===== config.mk =====
export PLATFORM = sky130hd
export DESIGN_NAME = scsi_ctl_regs
export DESIGN_NICKNAME = d
export VERILOG_FILES = /design/src/rtl/scsi_ctl_pkg.sv /design/src/rtl/scsi_ctl_bank.sv /design/src/rtl/scsi_bus_sampler.sv /design/src/rtl/scsi_event_unit.sv /design/src/rtl/scsi_drive_unit.sv /design/src/rtl/scsi_ctl_regs.sv
export SDC_FILE = /design/constraint.sdc
export NUM_CORES = 1
export LEC_CHECK = 0
export BUFFER_PORTS_ARGS = -buffer_cell sky130_fd_sc_hd__clkbuf_2
export CAP_MARGIN = 0
export CORE_MARGIN = 8
export CORE_UTILIZATION = 53
export CTS_CLUSTER_DIAMETER = 50
export DETAILED_ROUTE_END_ITERATION = 8
export PLACE_DENSITY = 0.9
export SYNTH_ARGS = -nofsm -noshare
export SYNTH_HDL_FRONTEND = slang
export SYNTH_SLANG_ARGS = --single-unit

===== constraint.sdc =====
create_clock -name clk -period 2.3 [get_ports clk]
set_clock_uncertainty 0.05 [all_clocks]
set_input_delay 0.345 -clock clk [delete_from_list [all_inputs] [get_ports clk]]
set_output_delay 0.345 -clock clk [all_outputs]
set_load 0.01 [all_outputs]

===== src/rtl/scsi_ctl_pkg.sv =====
package scsi_ctl_pkg;
  localparam int DW = 8;
  localparam int AW = 3;
  localparam int CW = 9;

  // control line positions in ctl_in / ctl_oe
  localparam int C_IO  = 0;
  localparam int C_CD  = 1;
  localparam int C_MSG = 2;
  localparam int C_ATN = 3;
  localparam int C_ACK = 4;
  localparam int C_REQ = 5;
  localparam int C_SEL = 6;
  localparam int C_BSY = 7;
  localparam int C_RST = 8;

  // stored initiator bits (compressed: written bits 6 and 5 dropped)
  localparam int IW    = 6;
  localparam int I_DEN = 0;
  localparam int I_ATN = 1;
  localparam int I_SEL = 2;
  localparam int I_BSY = 3;
  localparam int I_ACK = 4;
  localparam int I_RST = 5;

  // mode bits
  localparam int MW     = 7;
  localparam int M_ARB  = 0;
  localparam int M_DMA  = 1;
  localparam int M_MBSY = 2;
  localparam int M_EOPI = 3;
  localparam int M_PINT = 4;
  localparam int M_PCHK = 5;
  localparam int M_TGT  = 6;

  localparam int TW = 4;

  localparam logic [AW-1:0] A_DATA  = 3'd0;
  localparam logic [AW-1:0] A_ICMD  = 3'd1;
  localparam logic [AW-1:0] A_MODE  = 3'd2;
  localparam logic [AW-1:0] A_TCMD  = 3'd3;
  localparam logic [AW-1:0] A_STAT  = 3'd4;
  localparam logic [AW-1:0] A_BSTAT = 3'd5;
  localparam logic [AW-1:0] A_INDAT = 3'd6;
  localparam logic [AW-1:0] A_CLR   = 3'd7;

  // parity bit that gives an odd count of ones over data plus parity
  function automatic logic odd_par_bit(input logic [DW-1:0] d);
    return ~(^d);
  endfunction

  // true when data plus parity hold an odd count of ones
  function automatic logic odd_ok(input logic [DW-1:0] d, input logic p);
    return ^{d, p};
  endfunction

  function automatic logic phase_eq(input logic msg, input logic cd, input logic io,
                                    input logic [2:0] want);
    return {msg, cd, io} == want;
  endfunction
endpackage


===== src/rtl/scsi_ctl_bank.sv =====
module scsi_ctl_bank
  import scsi_ctl_pkg::*;
(
  input  logic          clk,
  input  logic          rst_n,
  input  logic          wr_en,
  input  logic [AW-1:0] addr,
  input  logic [DW-1:0] wdata,
  output logic [DW-1:0] odr_q,
  output logic [IW-1:0] icmd_q,
  output logic [MW-1:0] mode_q,
  output logic [TW-1:0] tcmd_q,
  output logic [DW-1:0] selmask_q
);
  always_ff @(posedge clk) begin
    if (!rst_n) begin
      odr_q     <= '0;
      icmd_q    <= '0;
      mode_q    <= '0;
      tcmd_q    <= '0;
      selmask_q <= '0;
    end else if (wr_en) begin
      case (addr)
        A_DATA: odr_q     <= wdata;
        A_ICMD: icmd_q    <= {wdata[7], wdata[4:0]};
        A_MODE: mode_q    <= wdata[MW-1:0];
        A_TCMD: tcmd_q    <= wdata[TW-1:0];
        A_STAT: selmask_q <= wdata;
        default: ;
      endcase
    end
  end
endmodule


===== src/rtl/scsi_bus_sampler.sv =====
module scsi_bus_sampler
  import scsi_ctl_pkg::*;
(
  input  logic          clk,
  input  logic          rst_n,
  input  logic [DW-1:0] dat_in,
  input  logic          par_in,
  input  logic [CW-1:0] ctl_in,
  output logic [DW-1:0] s_dat,
  output logic          s_par,
  output logic [CW-1:0] s_ctl,
  output logic          req_rise,
  output logic          bsy_fall
);
  logic req_d, bsy_d;

  always_ff @(posedge clk) begin
    if (!rst_n) begin
      s_dat <= '0;
      s_par <= 1'b0;
      s_ctl <= '0;
      req_d <= 1'b0;
      bsy_d <= 1'b0;
    end else begin
      s_dat <= dat_in;
      s_par <= par_in;
      s_ctl <= ctl_in;
      req_d <= s_ctl[C_REQ];
      bsy_d <= s_ctl[C_BSY];
    end
  end

  assign req_rise = s_ctl[C_REQ] & ~req_d;
  assign bsy_fall = ~s_ctl[C_BSY] & bsy_d;
endmodule


===== src/rtl/scsi_event_unit.sv =====
module scsi_event_unit
  import scsi_ctl_pkg::*;
(
  input  logic          clk,
  input  logic          rst_n,
  input  logic [DW-1:0] s_dat,
  input  logic          s_par,
  input  logic          s_msg,
  input  logic          s_cd,
  input  logic          s_io,
  input  logic          s_bsy,
  input  logic          s_sel,
  input  logic          req_rise,
  input  logic          bsy_fall,
  input  logic [2:0]    phase_want,
  input  logic [DW-1:0] selmask,
  input  logic          own_sel,
  input  logic          en_pchk,
  input  logic          en_pint,
  input  logic          en_mbsy,
  input  logic          arb_on,
  input  logic          clr,
  output logic          phase_match,
  output logic          sel_hit,
  output logic          par_evt,
  output logic          bsy_evt,
  output logic          par_err,
  output logic          bsy_err,
  output logic          irq,
  output logic          arb_busy,
  output logic          arb_lost
);
  logic irq_set;

  assign phase_match = phase_eq(s_msg, s_cd, s_io, phase_want);
  assign sel_hit     = ~s_bsy & s_sel & (|(s_dat & selmask));
  assign par_evt     = en_pchk & req_rise & ~odd_ok(s_dat, s_par);
  assign bsy_evt     = en_mbsy & bsy_fall;
  assign irq_set     = sel_hit | (par_evt & en_pint) | bsy_evt;
  assign arb_busy    = arb_on & s_bsy;

  always_ff @(posedge clk) begin
    if (!rst_n) begin
      par_err  <= 1'b0;
      bsy_err  <= 1'b0;
      irq      <= 1'b0;
      arb_lost <= 1'b0;
    end else begin
      if (par_evt)      par_err <= 1'b1;
      else if (clr)     par_err <= 1'b0;
      if (bsy_evt)      bsy_err <= 1'b1;
      else if (clr)     bsy_err <= 1'b0;
      if (irq_set)      irq <= 1'b1;
      else if (clr)     irq <= 1'b0;
      if (!arb_on)                arb_lost <= 1'b0;
      else if (s_sel && !own_sel) arb_lost <= 1'b1;
    end
  end
endmodule


===== src/rtl/scsi_drive_unit.sv =====
module scsi_drive_unit
  import scsi_ctl_pkg::*;
(
  input  logic [DW-1:0] odr,
  input  logic [IW-1:0] icmd,
  input  logic          tgt,
  input  logic          arb_on,
  input  logic [TW-1:0] tcmd,
  input  logic          phase_match,
  output logic [DW-1:0] dat_out,
  output logic          par_out,
  output logic          dat_oe,
  output logic [CW-1:0] ctl_oe
);
  assign dat_out = odr;
  assign par_out = odd_par_bit(odr);
  assign dat_oe  = arb_on | (icmd[I_DEN] & phase_match);

  always_comb begin
    ctl_oe        = '0;
    ctl_oe[C_RST] = icmd[I_RST];
    ctl_oe[C_BSY] = icmd[I_BSY];
    ctl_oe[C_SEL] = icmd[I_SEL];
    ctl_oe[C_ACK] = icmd[I_ACK] & ~tgt;
    ctl_oe[C_ATN] = icmd[I_ATN] & ~tgt;
    ctl_oe[C_REQ] = tcmd[3] & tgt;
    ctl_oe[C_MSG] = tcmd[2] & tgt;
    ctl_oe[C_CD]  = tcmd[1] & tgt;
    ctl_oe[C_IO]  = tcmd[0] & tgt;
  end
endmodule


===== src/rtl/scsi_ctl_regs.sv =====
module scsi_ctl_regs
  import scsi_ctl_pkg::*;
(
  input  logic          clk,
  input  logic          rst_n,
  input  logic [AW-1:0] addr,
  input  logic          wr_en,
  input  logic          rd_en,
  input  logic [DW-1:0] wdata,
  output logic [DW-1:0] rdata,
  output logic          irq,
  input  logic [DW-1:0] dat_in,
  input  logic          par_in,
  output logic [DW-1:0] dat_out,
  output logic          par_out,
  output logic          dat_oe,
  input  logic [CW-1:0] ctl_in,
  output logic [CW-1:0] ctl_oe
);
  logic [DW-1:0] odr_q, selmask_q, s_dat;
  logic [IW-1:0] icmd_q;
  logic [MW-1:0] mode_q;
  logic [TW-1:0] tcmd_q;
  logic [CW-1:0] s_ctl;
  logic          s_par, req_rise, bsy_fall;
  logic          phase_match, sel_hit, par_evt, bsy_evt;
  logic          par_err, bsy_err, arb_busy, arb_lost;
  logic          clr_rd;

  assign clr_rd = rd_en & (addr == A_CLR);

  scsi_ctl_bank u_bank (
    .clk(clk), .rst_n(rst_n), .wr_en(wr_en), .addr(addr), .wdata(wdata),
    .odr_q(odr_q), .icmd_q(icmd_q), .mode_q(mode_q), .tcmd_q(tcmd_q),
    .selmask_q(selmask_q)
  );

  scsi_bus_sampler u_samp (
    .clk(clk), .rst_n(rst_n), .dat_in(dat_in), .par_in(par_in), .ctl_in(ctl_in),
    .s_dat(s_dat), .s_par(s_par), .s_ctl(s_ctl),
    .req_rise(req_rise), .bsy_fall(bsy_fall)
  );

  scsi_event_unit u_evt (
    .clk(clk), .rst_n(rst_n), .s_dat(s_dat), .s_par(s_par),
    .s_msg(s_ctl[C_MSG]), .s_cd(s_ctl[C_CD]), .s_io(s_ctl[C_IO]),
    .s_bsy(s_ctl[C_BSY]), .s_sel(s_ctl[C_SEL]),
    .req_rise(req_rise), .bsy_fall(bsy_fall),
    .phase_want(tcmd_q[2:0]), .selmask(selmask_q), .own_sel(icmd_q[I_SEL]),
    .en_pchk(mode_q[M_PCHK]), .en_pint(mode_q[M_PINT]), .en_mbsy(mode_q[M_MBSY]),
    .arb_on(mode_q[M_ARB]), .clr(clr_rd),
    .phase_match(phase_match), .sel_hit(sel_hit), .par_evt(par_evt),
    .bsy_evt(bsy_evt), .par_err(par_err), .bsy_err(bsy_err), .irq(irq),
    .arb_busy(arb_busy), .arb_lost(arb_lost)
  );

  scsi_drive_unit u_drv (
    .odr(odr_q), .icmd(icmd_q), .tgt(mode_q[M_TGT]), .arb_on(mode_q[M_ARB]),
    .tcmd(tcmd_q), .phase_match(phase_match),
    .dat_out(dat_out), .par_out(par_out), .dat_oe(dat_oe), .ctl_oe(ctl_oe)
  );

  always_comb begin
    case (addr)
      A_DATA, A_INDAT: rdata = s_dat;
      A_ICMD:  rdata = {icmd_q[I_RST], arb_busy, arb_lost, icmd_q[I_ACK:I_DEN]};
      A_MODE:  rdata = {1'b0, mode_q};
      A_TCMD:  rdata = {{(DW-TW){1'b0}}, tcmd_q};
      A_STAT:  rdata = {s_ctl[C_RST], s_ctl[C_BSY], s_ctl[C_REQ], s_ctl[C_MSG],
                        s_ctl[C_CD], s_ctl[C_IO], s_ctl[C_SEL], s_par};
      A_BSTAT: rdata = {2'b00, par_err, irq, phase_match, bsy_err,
                        s_ctl[C_ATN], s_ctl[C_ACK]};
      default: rdata = '0;
    endcase
  end
endmodule


==> run metrics <==
max cap viols=0; # fillers=362; CP Cell Sequence=clkbuf_2 -> buf_4 -> mux2_2 -> a22oi_1 -> o21ai_0 -> clkbuf_2; final hold viol count=0; f_max=approximately 470 MHz; DP Wirelength=5.067 mm; Synth area leaders=dfxtp_1 (44%), mux2i_1 (12%), and2_1 (5.5%); Final setup viols=0; Startpoint Class=input pin; crit path kind=input pin to primary output; cells after synthesis=approximately 280; #FFs+latches synth=57; antenna viol nets, final=0; CP max stage delay=about 0.34 ns; Relative slew margins=0.7272; Peak VDD IR=between 400 and 500 uV; final RePlAce weighted congestion=roughly 0.89; CP arrival=1.72 ns; final slew viol count=0; unique cell type count in the Yosys netlist=40; Power Density=approximately 690 nW/um2; worst min path class=input pin to flip-flop; Net Sw Power=about 550 uW; vias in the first global route=2292; Int Power=about 1700 uW; total track usage=0.1952; register area=around 1100 um2; crit share post-route=0.9212; Syn Nets=310; # diodes=0; clock sinks=between 50 and 60; Synth Warn #=0; sequential share of power=0.473; Post-synth EDFFs=0; cell row count=25; die width=86.35 um; CTS resizes=0; Multi-input gate area=roughly 1400 um2; final instance area=about 3200 um2; CTS Hold Bufs=0; I/O pin count=~60; CP endpoint kind=primary output; share of the synthesized area in the top cell type=0.4351; Critical Path Fanout Max=16; Root Buffer Master=clkbuf_8; clk buf depth=2; Area Growth Syn to Fin=21.76%; largest area contributor in the synthesized netlist=dfxtp_1; synthesized cell area=between 2000 and 3000 um2; Final WS setup=roughly 0.18 ns; RSZ-0062 raised after global routing=no; post-layout total power=between 2000 and 2500 uW; Starting DRT DRC Count=~230; share of layout cells above drive strength 1=0.2820; fin nets=approximately 370; grt total ovfl=0; Skew-Pair Late Insertion Delay=0.33 ns; initial antenna violation count=0; CTS tree=built; Die Ht=about 86 um; Via-to-Cell Ratio=roughly 5.7; slowest CP cell=clkbuf_2; Core Box Area=about 4800 um2; DRC=0; Pleak=about 0.0014 uW; crit-path most repeated cell=clkbuf_2; Net Sw Frac=0.2497; CTS clk-pin slew, worst paths=about 0.070 ns; setup bufs post-CTS=0; vias post-DR=2336; die area=between 7000 and 8000 um2; minimum clock period=~2.1 ns; Placement Setup Slack=around 0.23 ns; sequential fraction of the synthesis area=0.4351; Worst Tran Pin Value=slightly above 0.4 ns; DR pass1 iterations=5; status=finished, final reports clean; initial core utilization=0.5516; global-route wire length before repair=11.39 mm; WL final=~7 mm; Routed wire per std cell=17.44 um; Sum Neg Setup Slack=0 ns; largest net degree at the start of global routing=36; CTS buffer count=9; CTS H-tree depth=3; ys async rst share=0; combinational fraction of design power=0.114; Post-Place Cell Area=around 3000 um2; ys flop type=dfxtp_1; clock share of power=0.413; WP data required=~1.9 ns; Post-Syn Area per Cell=around 9.5 um2; Port Buf Inserts=60
## synth_stat cells, types with 4 or more instances
master    instances
a21oi_1          13
a22oi_1           7
and2_1           23
buf_2             7
clkbuf_1          9
dfxtp_1          57
mux2_2            5
mux2i_1          31
nand2_1          22
nand3_1           9
nor2_1           34
nor2b_1           5
o21ai_0           6
xnor2_1          10
xor2_1            4
## cells by family (layout without fill, tap and decap cells)
logic type | Yosys count | in the layout | synth area share
AO/OA/AOI/OAI | 38 | 38 | 0.09304
flip-flops | 57 | 57 | 0.4351
AND/OR/NAND/NOR | 104 | 104 | 0.2013
buffers and inverters | 23 | 90 | 0.04055
multiplexers | 39 | 39 | 0.1656
XOR/XNOR | 16 | 16 | 0.06440
## final timing paths
kind / start / to / slack [ns] / depth (start not counted)
worst min register to register: u_samp.req_d / u_evt.irq / 0.43 / 1
worst max-delay path: addr[1] / rdata[7] / 0.18 / 6
worst min-delay path: par_in / u_samp.s_par / 0.16 / 2
worst max register to register: u_samp.s_dat[3] / u_evt.irq / 0.52 / 4
## placed cells by master (no fill, tap or decap), drive strengths merged, types with 2 or more instances in the layout
cell / synthesis / routed
clkinv: 1 / 3
buf: 10 / 10
and2: 23 / 23
clkinvlp: 0 / 2
nor2b: 5 / 5
o21ai: 6 / 6
xor2: 4 / 4
inv: 3 / 3
nor2: 34 / 34
a21oi: 13 / 13
mux4: 3 / 3
a31oi: 3 / 3
mux2i: 31 / 31
dfxtp: 57 / 57
clkbuf: 9 / 71
xnor2: 10 / 10
nand3: 9 / 9
nor4bb: 3 / 3
mux2: 5 / 5
nand2: 22 / 22
a22oi: 7 / 7
## sequential cells by signal (all words and copies together) (netlist names)
name              count
u_bank.icmd_q         6
u_evt.irq             1
u_samp.req_d          1
u_bank.selmask_q      8
u_bank.tcmd_q         4
u_samp.s_dat          8
u_samp.bsy_d          1
u_bank.mode_q         7
u_evt.par_err         1
u_evt.bsy_err         1
u_samp.s_par          1
u_samp.s_ctl          9
u_evt.arb_lost        1
u_bank.odr_q          8
## power by group through the flow
stage	clock (uW)	sequential (uW)	combinational [uW]
floorplan	0	1060	159
global route	984	1050	270
finish	916	1050	253
detailed placement	0	1070	246
CTS	933	1050	251
global placement	0	1070	236
## per-layer routing
metal	share of wire	routed length, um	GRT usage	vias to the layer above
li1	-	-	-	1081
met1	0.37	2666	0.2127	1090
met2	0.52	3715	0.3319	140
met3	0.080	571	0.04442	25
met4	0.030	216	0.1283	0
met5	0	0	0	-
## final cells by class
type,count,share of cell area
flip-flops and latches,57,0.3574
inverters,4,0.004702
clock buffers,11,0.04428
repair buffers,70,0.1176
multi-input cells,197,0.4326
clock inverters,5,0.01724
well taps,67,0.02625
## stage by stage
step	util	instances	hold slack, ns
6_report	0.6716	411	0.1622
2_1_floorplan	-	277	0.3601
3_3_place_gp	0.6303	395	0.3700
3_5_place_dp	0.6303	395	0.3966
5_1_grt	0.6716	411	0.1626
4_1_cts	0.6716	411	0.1525
## critical path, delay by kind of cell
family                 cells  cell delay (ns)
buffers and inverters      3             0.75
multiplexers               1             0.34
AO/OA/AOI/OAI              2             0.28
Note: power is estimated with default switching activity, not from simulation.
